==> config.mk <==
export PLATFORM = sky130hd
export DESIGN_NAME = sweep_frame_reader
export DESIGN_NICKNAME = d
export VERILOG_FILES = /design/src/rtl/sweep_frame_reader.sv
export SDC_FILE = /design/constraint.sdc
export NUM_CORES = 1
export LEC_CHECK = 0
export ABC_AREA = 0
export ABC_CLOCK_PERIOD_IN_PS = 5620
export CORE_UTILIZATION = 50
export DETAILED_ROUTE_END_ITERATION = 8
export HOLD_SLACK_MARGIN = 0.15
export PLACE_DENSITY_LB_ADDON = 0.2
export SETUP_SLACK_MARGIN = 0.2
export SYNTH_ARGS = -nofsm -noshare
export SYNTH_HDL_FRONTEND = slang
export SYNTH_SLANG_ARGS = --single-unit
==> constraint.sdc <==
create_clock -name clk -period 5.62 [get_ports clk]
set_input_delay 1.124 -clock clk [delete_from_list [all_inputs] [get_ports clk]]
set_output_delay 1.124 -clock clk [all_outputs]
set_load 0.005 [all_outputs]
==> src/rtl/sweep_frame_reader.sv <==
module sweep_frame_reader #(
  parameter int NCOLS       = 281,
  parameter int PAIRS       = 4,
  parameter int FILL_PULSES = 4,
  parameter int SKID_DEPTH  = 2,
  parameter int HALF_W      = 8,
  parameter int PER_W       = 20,
  parameter int QUIET_W     = 8,
  localparam int COL_W  = $clog2(NCOLS),
  localparam int PAIR_W = $clog2(PAIRS),
  localparam int FC_W   = $clog2(FILL_PULSES),
  localparam int SK_W   = $clog2(SKID_DEPTH),
  localparam int EW     = 8 + COL_W + PAIR_W
) (
  input  logic               clk,
  input  logic               rst_n,
  input  logic [HALF_W-1:0]  cfg_half,
  input  logic [PER_W-1:0]   cfg_period,
  input  logic [QUIET_W-1:0] cfg_quiet,
  input  logic               nap_req,
  input  logic               tpe_req,
  output logic               sen_rst,
  output logic               sen_clk,
  output logic               sen_oe_n,
  output logic               sen_tpe,
  input  logic [7:0]         sen_data,
  output logic               m_valid,
  input  logic               m_ready,
  output logic [7:0]         m_data,
  output logic [COL_W-1:0]   m_col,
  output logic [PAIR_W-1:0]  m_pair,
  output logic               frame_done,
  output logic               skid_ovf
);

  typedef enum logic [2:0] {S_NAP, S_RST, S_FILL, S_FRAME, S_WAIT, S_QUIET} st_t;

  st_t                st;
  logic [HALF_W-1:0]  ph;
  logic [FC_W-1:0]    fill_n;
  logic [COL_W-1:0]   col;
  logic [PAIR_W-1:0]  pair;
  logic               discard;
  logic [PER_W-1:0]   per_cnt;
  logic [QUIET_W-1:0] quiet;

  logic [EW-1:0]      sk [SKID_DEPTH];
  logic [SK_W-1:0]    wr, rd;
  logic [SK_W:0]      cnt;

  wire ph_end    = ph == cfg_half - 1'b1;
  wire pulsing   = (st == S_FILL) || (st == S_FRAME);
  wire low_end   = pulsing && !sen_clk && ph_end;
  wire last_byte = (col == COL_W'(NCOLS-1)) && (pair == PAIR_W'(PAIRS-1));
  wire per_ok    = per_cnt >= cfg_period;
  wire grab      = low_end && (st == S_FRAME) && !discard;
  wire pop       = m_valid && m_ready;
  wire full      = cnt == (SK_W+1)'(SKID_DEPTH);
  wire push      = grab && (!full || pop);

  assign sen_tpe = tpe_req && (st != S_NAP);
  assign m_valid = cnt != '0;
  assign {m_data, m_col, m_pair} = sk[rd];

  always_ff @(posedge clk or negedge rst_n) begin
    if (!rst_n) begin
      st         <= S_NAP;
      sen_rst    <= 1'b1;
      sen_clk    <= 1'b0;
      sen_oe_n   <= 1'b1;
      ph         <= '0;
      fill_n     <= '0;
      col        <= '0;
      pair       <= '0;
      discard    <= 1'b1;
      per_cnt    <= '0;
      quiet      <= '0;
      frame_done <= 1'b0;
    end else begin
      frame_done <= grab && last_byte;
      if (per_cnt != '1) per_cnt <= per_cnt + 1'b1;
      if (quiet != '0) quiet <= quiet - 1'b1;
      case (st)
        S_NAP: if (!nap_req) begin
          st       <= S_RST;
          sen_oe_n <= 1'b0;
          ph       <= '0;
        end
        S_RST: if (ph_end) begin
          ph <= '0;
          if (sen_rst) sen_rst <= 1'b0;
          else begin
            sen_clk <= 1'b1;
            fill_n  <= '0;
            st      <= S_FILL;
          end
        end else ph <= ph + 1'b1;
        S_FILL, S_FRAME: begin
          if (sen_clk) begin
            if (ph_end) begin
              sen_clk <= 1'b0;
              ph      <= '0;
              quiet   <= cfg_quiet;
            end else ph <= ph + 1'b1;
          end else if (!ph_end) begin
            ph <= ph + 1'b1;
          end else begin
            ph <= '0;
            if (st == S_FILL) begin
              sen_clk <= 1'b1;
              if (fill_n == FC_W'(FILL_PULSES-1)) begin
                st      <= S_FRAME;
                discard <= 1'b1;
                col     <= '0;
                pair    <= '0;
                per_cnt <= PER_W'(1);
              end else fill_n <= fill_n + 1'b1;
            end else if (!last_byte) begin
              sen_clk <= 1'b1;
              if (pair == PAIR_W'(PAIRS-1)) begin
                pair <= '0;
                col  <= col + 1'b1;
              end else pair <= pair + 1'b1;
            end else if (nap_req) begin
              st <= S_QUIET;
            end else if (per_ok) begin
              sen_clk <= 1'b1;
              discard <= 1'b0;
              col     <= '0;
              pair    <= '0;
              per_cnt <= PER_W'(1);
            end else st <= S_WAIT;
          end
        end
        S_WAIT: if (nap_req) st <= S_QUIET;
        else if (per_ok) begin
          st      <= S_FRAME;
          sen_clk <= 1'b1;
          ph      <= '0;
          discard <= 1'b0;
          col     <= '0;
          pair    <= '0;
          per_cnt <= PER_W'(1);
        end
        S_QUIET: if (quiet == '0) begin
          st       <= S_NAP;
          sen_oe_n <= 1'b1;
          sen_rst  <= 1'b1;
        end
        default: st <= S_NAP;
      endcase
    end
  end

  always_ff @(posedge clk or negedge rst_n) begin
    if (!rst_n) begin
      wr       <= '0;
      rd       <= '0;
      cnt      <= '0;
      skid_ovf <= 1'b0;
    end else begin
      if (push) wr <= wr + 1'b1;
      if (pop) rd <= rd + 1'b1;
      cnt      <= cnt + (SK_W+1)'(push) - (SK_W+1)'(pop);
      skid_ovf <= skid_ovf | (grab && full && !pop);
    end
  end

  always_ff @(posedge clk) begin
    if (push) sk[wr] <= {sen_data, col, pair};
  end

endmodule

==> results of run 1 <==
==> state kept, by name, indices dropped and copies added, names as in the netlist <==
register and flops:
sk 38, per_cnt 20, col 9, ph 8, quiet 8, st 3
cnt 2, fill_n 2, pair 2, discard 1, frame_done 1, rd 1
sen_clk 1, sen_oe_n 1, sen_rst 1, skid_ovf 1, wr 1
==> stage by stage <==
| step | utilization [%] | std cells | total power, mW | area [sq um] | hold slack (ns) |
|---|---|---|---|---|---|
| 2_1_floorplan | - | 553 | 1.53 | 5630 | 0.454 |
| 3_3_place_gp | 59.5 | 755 | 1.80 | 6470 | 0.473 |
| 3_5_place_dp | 59.5 | 755 | 1.85 | 6470 | 0.480 |
| 4_1_cts | 61.1 | 771 | 2.28 | 6660 | 0.496 |
| 6_report | 61.1 | 771 | 2.26 | 6660 | 0.494 |
| 5_1_grt | 61.1 | 771 | 2.43 | 6660 | 0.530 |
==> power groups by stage <==
stage	Clock, mW	Combinational (mW)	Sequential [mW]
global placement	0	0.746	1.06
finish	0.434	0.778	1.05
floorplan	0	0.555	0.979
detailed placement	0	0.784	1.07
CTS	0.445	0.788	1.05
global route	0.476	0.875	1.07
==> critical path, stage by stage <==
cell and delay (ns):
clkdlybuf4s50_1 0.49, inv_1 0.09, ha_1 0.17, or3b_4 0.40, or4_1 0.41, a2111o_1 0.43, a211oi_2 0.29, nand3_2 0.16
a211o_1 0.35, ha_1 0.29, inv_1 0.04, ha_1 0.18, xnor2_1 0.18, xnor2_1 0.14
==> layer usage <==
metal | wire length (um) | GRT usage (%)
met5 | 0 | 0
met2 | 5870 | 37.3
met1 | 5120 | 26.5
met4 | 179 | 8.61
met3 | 484 | 3.19
==> cell type report <==
| class | count | area share, % |
|---|---|---|
| sequential | 100 | 40.5 |
| multi-input combinational | 401 | 40.5 |
| timing repair buffer | 80 | 11.7 |
| tap | 140 | 2.63 |
| inverter | 34 | 1.92 |
| clock buffer | 9 | 1.86 |
| clock inverter | 7 | 0.902 |
==> kinds of logic after synthesis <==
| kind of cell | count (synthesis) |
|---|---|
| buf+inv | 52 |
| fa+ha+maj | 31 |
| mux | 23 |
| xor+xnor | 39 |
| flops | 100 |
| simple gates | 211 |
| compound gates | 97 |
==> how the worst min path moves through the flow <==
stage                          start               endpoint  slack (ns)  depth (start not counted)
2_1_floorplan  fill_n[1]$_DFFE_PN0P_  fill_n[1]$_DFFE_PN0P_        0.45                          2
3_3_place_gp   fill_n[1]$_DFFE_PN0P_  fill_n[1]$_DFFE_PN0P_        0.47                          2
3_5_place_dp   fill_n[1]$_DFFE_PN0P_  fill_n[1]$_DFFE_PN0P_        0.48                          2
4_1_cts          sen_rst$_DFFE_PN1P_    sen_rst$_DFFE_PN1P_        0.50                          2
5_1_grt          sen_rst$_DFFE_PN1P_    sen_rst$_DFFE_PN1P_        0.53                          2
6_report         sen_rst$_DFFE_PN1P_    sen_rst$_DFFE_PN1P_        0.49                          2
==> layout by cell type, fill, tap and decap left out, types with 6 or more instances in the layout <==
master           netlist  final
mux2_2                21     21
xnor2_1               20     20
nor2_1                56     56
xor2_1                19     19
edfxtp_1              38     38
o21ai_0               25     24
nand2_1               54     54
dfrtp_1               59     59
a21oi_1               25     25
nand4_1                7      7
ha_1                  31     31
clkbuf_8               0      9
nand3_1               19     19
and3_1                 8      8
clkdlybuf4s50_1        0     73
o31ai_1                6      6
nor3_1                18     18
buf_4                  3      6
inv_1                 33     33
==> results.md, run 1 <==
- Status: finished, final reports clean
- Syn Area/Cell: 10.2 sq um
- Setup TNS: 0 ns
- RR Startpoint: ph[6]$_DFFE_PN0P_
- CTS tree: yes
- Min cycle time layout: 4.46 ns
- YS warnings: 0
- Max Slew Vio Count: 0
- Synth area leaders: dfrtp_1 (26%), edfxtp_1 (20%), ha_1 (6.9%)
- Switching share of power: 34.7%
- Antenna diodes: 0
- DRC violations left: 0
- Synth Area in Simple Gates: 18.8%
- CTS resizes: 0
- Vias in the first global route: 4299
- Syn Inst Count: 553
- First-pass DRT Iterations: 5
- Htree depth: 3
- Hold_buf cts: 0
- RePlAce Congestion: 0.843
- Number of post-CTS setup repair buffers: 0
- Worst-case clock buffer depth: 2
- Clk sink count: 100
- Place WS: 0.721 ns
- Max Clk Rate: 224 MHz
- Slew headroom: 46.4%
- Initial antenna violation count: 0
- Static Leak: 2.68 nW
- Cts bufs inserted: 9
- Global-route usage over all layers: 21.4%
- Crit path launch type: input port
- Skew final: 0.0131 ns
- Mapped Area: 5630 sq um
- Largest net degree at the start of global routing: 63
- Post-synth EDFFs: 38
- VDD IR max: 0.179 mV
- Largest family of logic cells by synthesized area: simple AND/OR/NAND/NOR gates
- Final setup violation count: 0
- Count leader, synth: dfrtp_1
- Die X: 108 um
- Synthesis-stage register bit count: 100
- Rows: 38
- Clock transition at the registers of the reported paths: 0.11 ns
- Final worst-path cycle share: 79.4%
- R2R Setup Slk: 2.40 ns
- Critical Path Fanout Max: 5
- Crit path capture: cnt[1]$_DFF_PN0_
- WL per Instance: 15.1 um
- RSZ-0062 raised after global routing: false
- Synth area leader: dfrtp_1
- Via count: 4341
- Area occupied by multi-input gates: 2690 sq um
- Root Driver: clkbuf_8
- Syn Nets: 633
- Post-synth top flop: dfrtp_1
- FF-to-FF End: cnt[1]$_DFF_PN0_
- Synth cell count leaders: dfrtp_1 (59), nor2_1 (56), nand2_1 (54)
- Hpwl dp: 8420 um
- Final worst setup slack: 1.16 ns
- Vias/cell: 5.63
- Gr ovfl total: 0
- Core Area: 10900 sq um
- Fin. Hold Viols: 0
- Tightest Pin Transition: 0.804 ns
- FF+latch area: 2700 sq um
- Layout area overhead: 18.2%
- Switching pwr: 0.785 mW
- Clock Power Share: 19.2%
- Worst Path Class, Setup: in2reg
- NumNets Final: 706
- HP Class: reg2reg
- 1st-iter DRT viols: 376
- Port Buf Inserts: 74
- Post-synthesis sequential area ratio: 47.9%
- Starting density of the core: 51.7%
- Flop pwr share: 46.4%
- Share of cells above drive strength 1: 10.1%
- P per Cell Area: 340 nW/um^2
- Die span in y: 108 um
- Post-Synth Adder-Cell Area: 6.89%
- I/O Pins: 75
- Die Area: 11700 sq um
- Share of the synthesized area in the top cell type: 26.2%
- Global-route wire length before repair: 19600 um
- Routed wire length: 11700 um
- Complex-gate fraction of the synthesized area: 11.5%
- Worst Setup SP: cfg_half[0]
- Synth Area in XOR/XNOR: 6.06%
- Max Cap Violations: 0
- Nature of the critical path endpoint: register
- P_int: 1.48 mW
- Mux cell area share after synthesis: 4.55%
- Worst reg2reg path depth: 11
- CP required: 5.92 ns
- Async SR Flop Fraction: 62.0%
- Combinational power share: 34.4%
- Post-route antenna net violation count: 0
- Unique cell type count in the Yosys netlist: 69
- CP Data Arrival Time: 4.77 ns
- Clk_lat worst skew: 0.37 ns
- # fillers: 936
Note: power is estimated with default switching activity, not from simulation.
==> inputs of run 2 (changes only) <==
--- a/config.mk
+++ b/config.mk
@@ -6,7 +6,7 @@
 export NUM_CORES = 1
 export LEC_CHECK = 0
 export ABC_AREA = 0
-export ABC_CLOCK_PERIOD_IN_PS = 5620
+export ABC_CLOCK_PERIOD_IN_PS = 4200
 export CORE_UTILIZATION = 50
 export DETAILED_ROUTE_END_ITERATION = 8
 export HOLD_SLACK_MARGIN = 0.15
==> constraint.sdc (replaced) <==
create_clock -name clk -period 4.2 [get_ports clk]
set_input_delay 0.84 -clock clk [delete_from_list [all_inputs] [get_ports clk]]
set_output_delay 0.84 -clock clk [all_outputs]
set_load 0.005 [all_outputs]
==> run 2 against run 1 <==
Sequential cell count did not move. Clock skew is 0.00074 ns lower. Count of clock-buffer cells in the layout up 1.
==> results.md, run 2 (same netlist as run 1, synthesis figures left out) <==
- Setup TNS: 0 ns
- Largest regs: sk (38), per_cnt (20), col (9)
- Static Leak: 2.75 nW
- CP required: 4.49 ns
- Worst Setup SP: cfg_half[1]
- Largest net degree at the start of global routing: 37
- Die Area: 11700 sq um
- Final setup violation count: 0
- FF-to-FF End: cnt[1]$_DFF_PN0_
- Root Driver: clkbuf_8
- Die X: 108 um
- Skew final: 0.0124 ns
- Worst Path Class, Setup: in2reg
- HP Class: in2async
- I/O Pins: 75
- Max reg flops: 38
- Routed wire length: 11500 um
- Final worst-path cycle share: 92.5%
- 1st-iter DRT viols: 252
- Clk_lat worst skew: 0.37 ns
- RSZ-0062 raised after global routing: false
- Placed instance count: 766
- WHS: 0.483 ns
- Nature of the critical path endpoint: register
- Max Clk Rate: 257 MHz
- Worst reg2reg path depth: 11
- Status: finished, final reports clean
- Rows: 38
- DRC violations left: 0
- RR Startpoint: ph[6]$_DFFE_PN0P_
- Global-route wire length before repair: 19800 um
- Global-route usage over all layers: 21.5%
- Port Buf Inserts: 74
- Via count: 4432
- First-pass DRT Iterations: 5
- Die span in y: 108 um
- Most flop-heavy register: sk
- P per Cell Area: 452 nW/um^2
- WL per Instance: 14.7 um
- Tightest Pin Transition: 0.798 ns
- Worst-case clock buffer depth: 2
- R2R Setup Slk: 1.18 ns
- Finished Layout Cells: 782
- Util after Layout: 62.4%
- Crit path capture: cnt[1]$_DFF_PN0_
- VDD IR max: 0.257 mV
- Clk sink count: 100
- NumNets Final: 717
- CP top delay family: compound AO/OA/AOI/OAI gates
- Antenna diodes: 0
- Area occupied by multi-input gates: 2700 sq um
- Slowest cell on crit path: clkdlybuf4s50_1
- Vias/cell: 5.67
- FF+latch area: 2700 sq um
- Core Area: 10900 sq um
- Commonest non-fill, non-tap cell in the layout: clkdlybuf4s50_1
- CP cell instances: clkdlybuf4s50_1 > inv_1 > ha_2 > or3b_4 > or4_1 > a2111o_1 > a211oi_2 > nand3_2 > a211o_1 > ha_1 > inv_1 > ha_1 > xnor2_1 > xnor2_1
- CP Data Arrival Time: 4.18 ns
- Clock transition at the registers of the reported paths: 0.10 ns
- Min cycle time layout: 3.89 ns
- Fin. Hold Viols: 0
- Cell count along the critical path: 14
- Number of post-CTS setup repair buffers: 0
- Share of cells above drive strength 1: 11.8%
- CTS tree: yes
- Initial antenna violation count: 0
- # fillers: 902
- Htree depth: 3
- Layout area overhead: 20.7%
- Crit path launch type: input port
- Gr ovfl total: 0
- Cts bufs inserted: 9
- Max Slew Vio Count: 0
- Buffer and inverter count on the worst path: 3
- Crit-path max cell delay: 0.43 ns
- Hpwl dp: 8610 um
- Slew headroom: 46.8%
- Most frequent cells in the layout: clkdlybuf4s50_1 (73), dfrtp_1 (59), nor2_1 (56)
- Starting density of the core: 51.7%
- Post-route antenna net violation count: 0
- RePlAce Congestion: 0.859
- Vias in the first global route: 4398
- Max Cap Violations: 0
- Critical Path Fanout Max: 2
- Total power: 3.07 mW
run 2: layout make-up:
cell class                 instances  area share [%]
sequential                       100            39.7
clock buffer                      10            1.88
timing repair buffer              91            13.3
inverter                          34            1.88
multi-input combinational        401            39.7
clock inverter                     6            1.07
tap                              140            2.58
run 2: stage by stage:
step	setup WS [ns]	cell area [sq um]
4_1_cts	0.202	6790
5_1_grt	0.206	6800
3_5_place_dp	-0.180	6590
2_1_floorplan	-0.0952	5630
3_3_place_gp	-0.0820	6590
6_report	0.315	6800
run 2: power breakdown:
part           internal [mW]  leakage [nW]  switching (mW)  total (mW)
logic                  0.598          1.56           0.451        1.05
clock network          0.283        0.0979           0.344       0.627
registers               1.16          1.09           0.239        1.40
run 2: metal layers:
| layer | global-route usage [%] | vias up | wire length, um |
|---|---|---|---|
| met5 | 0 | - | 0 |
| met4 | 7.63 | 0 | 140 |
| met3 | 3.32 | 13 | 473 |
| met2 | 37.8 | 121 | 5840 |
| met1 | 26.6 | 2141 | 5060 |
| li1 | - | 2157 | - |
run 2: worst min-delay path by stage:
| stage | startpoint | end | slack, ns | cells past startpoint |
|---|---|---|---|---|
| 2_1_floorplan | fill_n[1]$_DFFE_PN0P_ | fill_n[1]$_DFFE_PN0P_ | 0.45 | 2 |
| 3_3_place_gp | fill_n[1]$_DFFE_PN0P_ | fill_n[1]$_DFFE_PN0P_ | 0.47 | 2 |
| 3_5_place_dp | sen_oe_n$_DFFE_PN1P_ | sen_oe_n$_DFFE_PN1P_ | 0.47 | 2 |
| 4_1_cts | rst_n | per_cnt[1]$_DFF_PN0_ | 0.49 | 1 |
| 5_1_grt | sen_oe_n$_DFFE_PN1P_ | sen_oe_n$_DFFE_PN1P_ | 0.51 | 2 |
| 6_report | rst_n | per_cnt[0]$_DFF_PN0_ | 0.48 | 1 |
run 2: timing repair:
action	in CTS	in global routing
resized for setup	0	1
hold buffers	0	0
endpoints found under the setup margin	0	39
run 2: worst reg2reg max path, delay by kind of cell, from the launching register on:
kind                     cells  cell delay [ns]
AO/OA/AOI/OAI                3             0.93
XOR/XNOR                     3             0.48
adder cells (fa/ha/maj)      2             0.46
buffers and inverters        1             0.04
flip-flops                   1             0.44
AND/OR/NAND/NOR              2             0.61
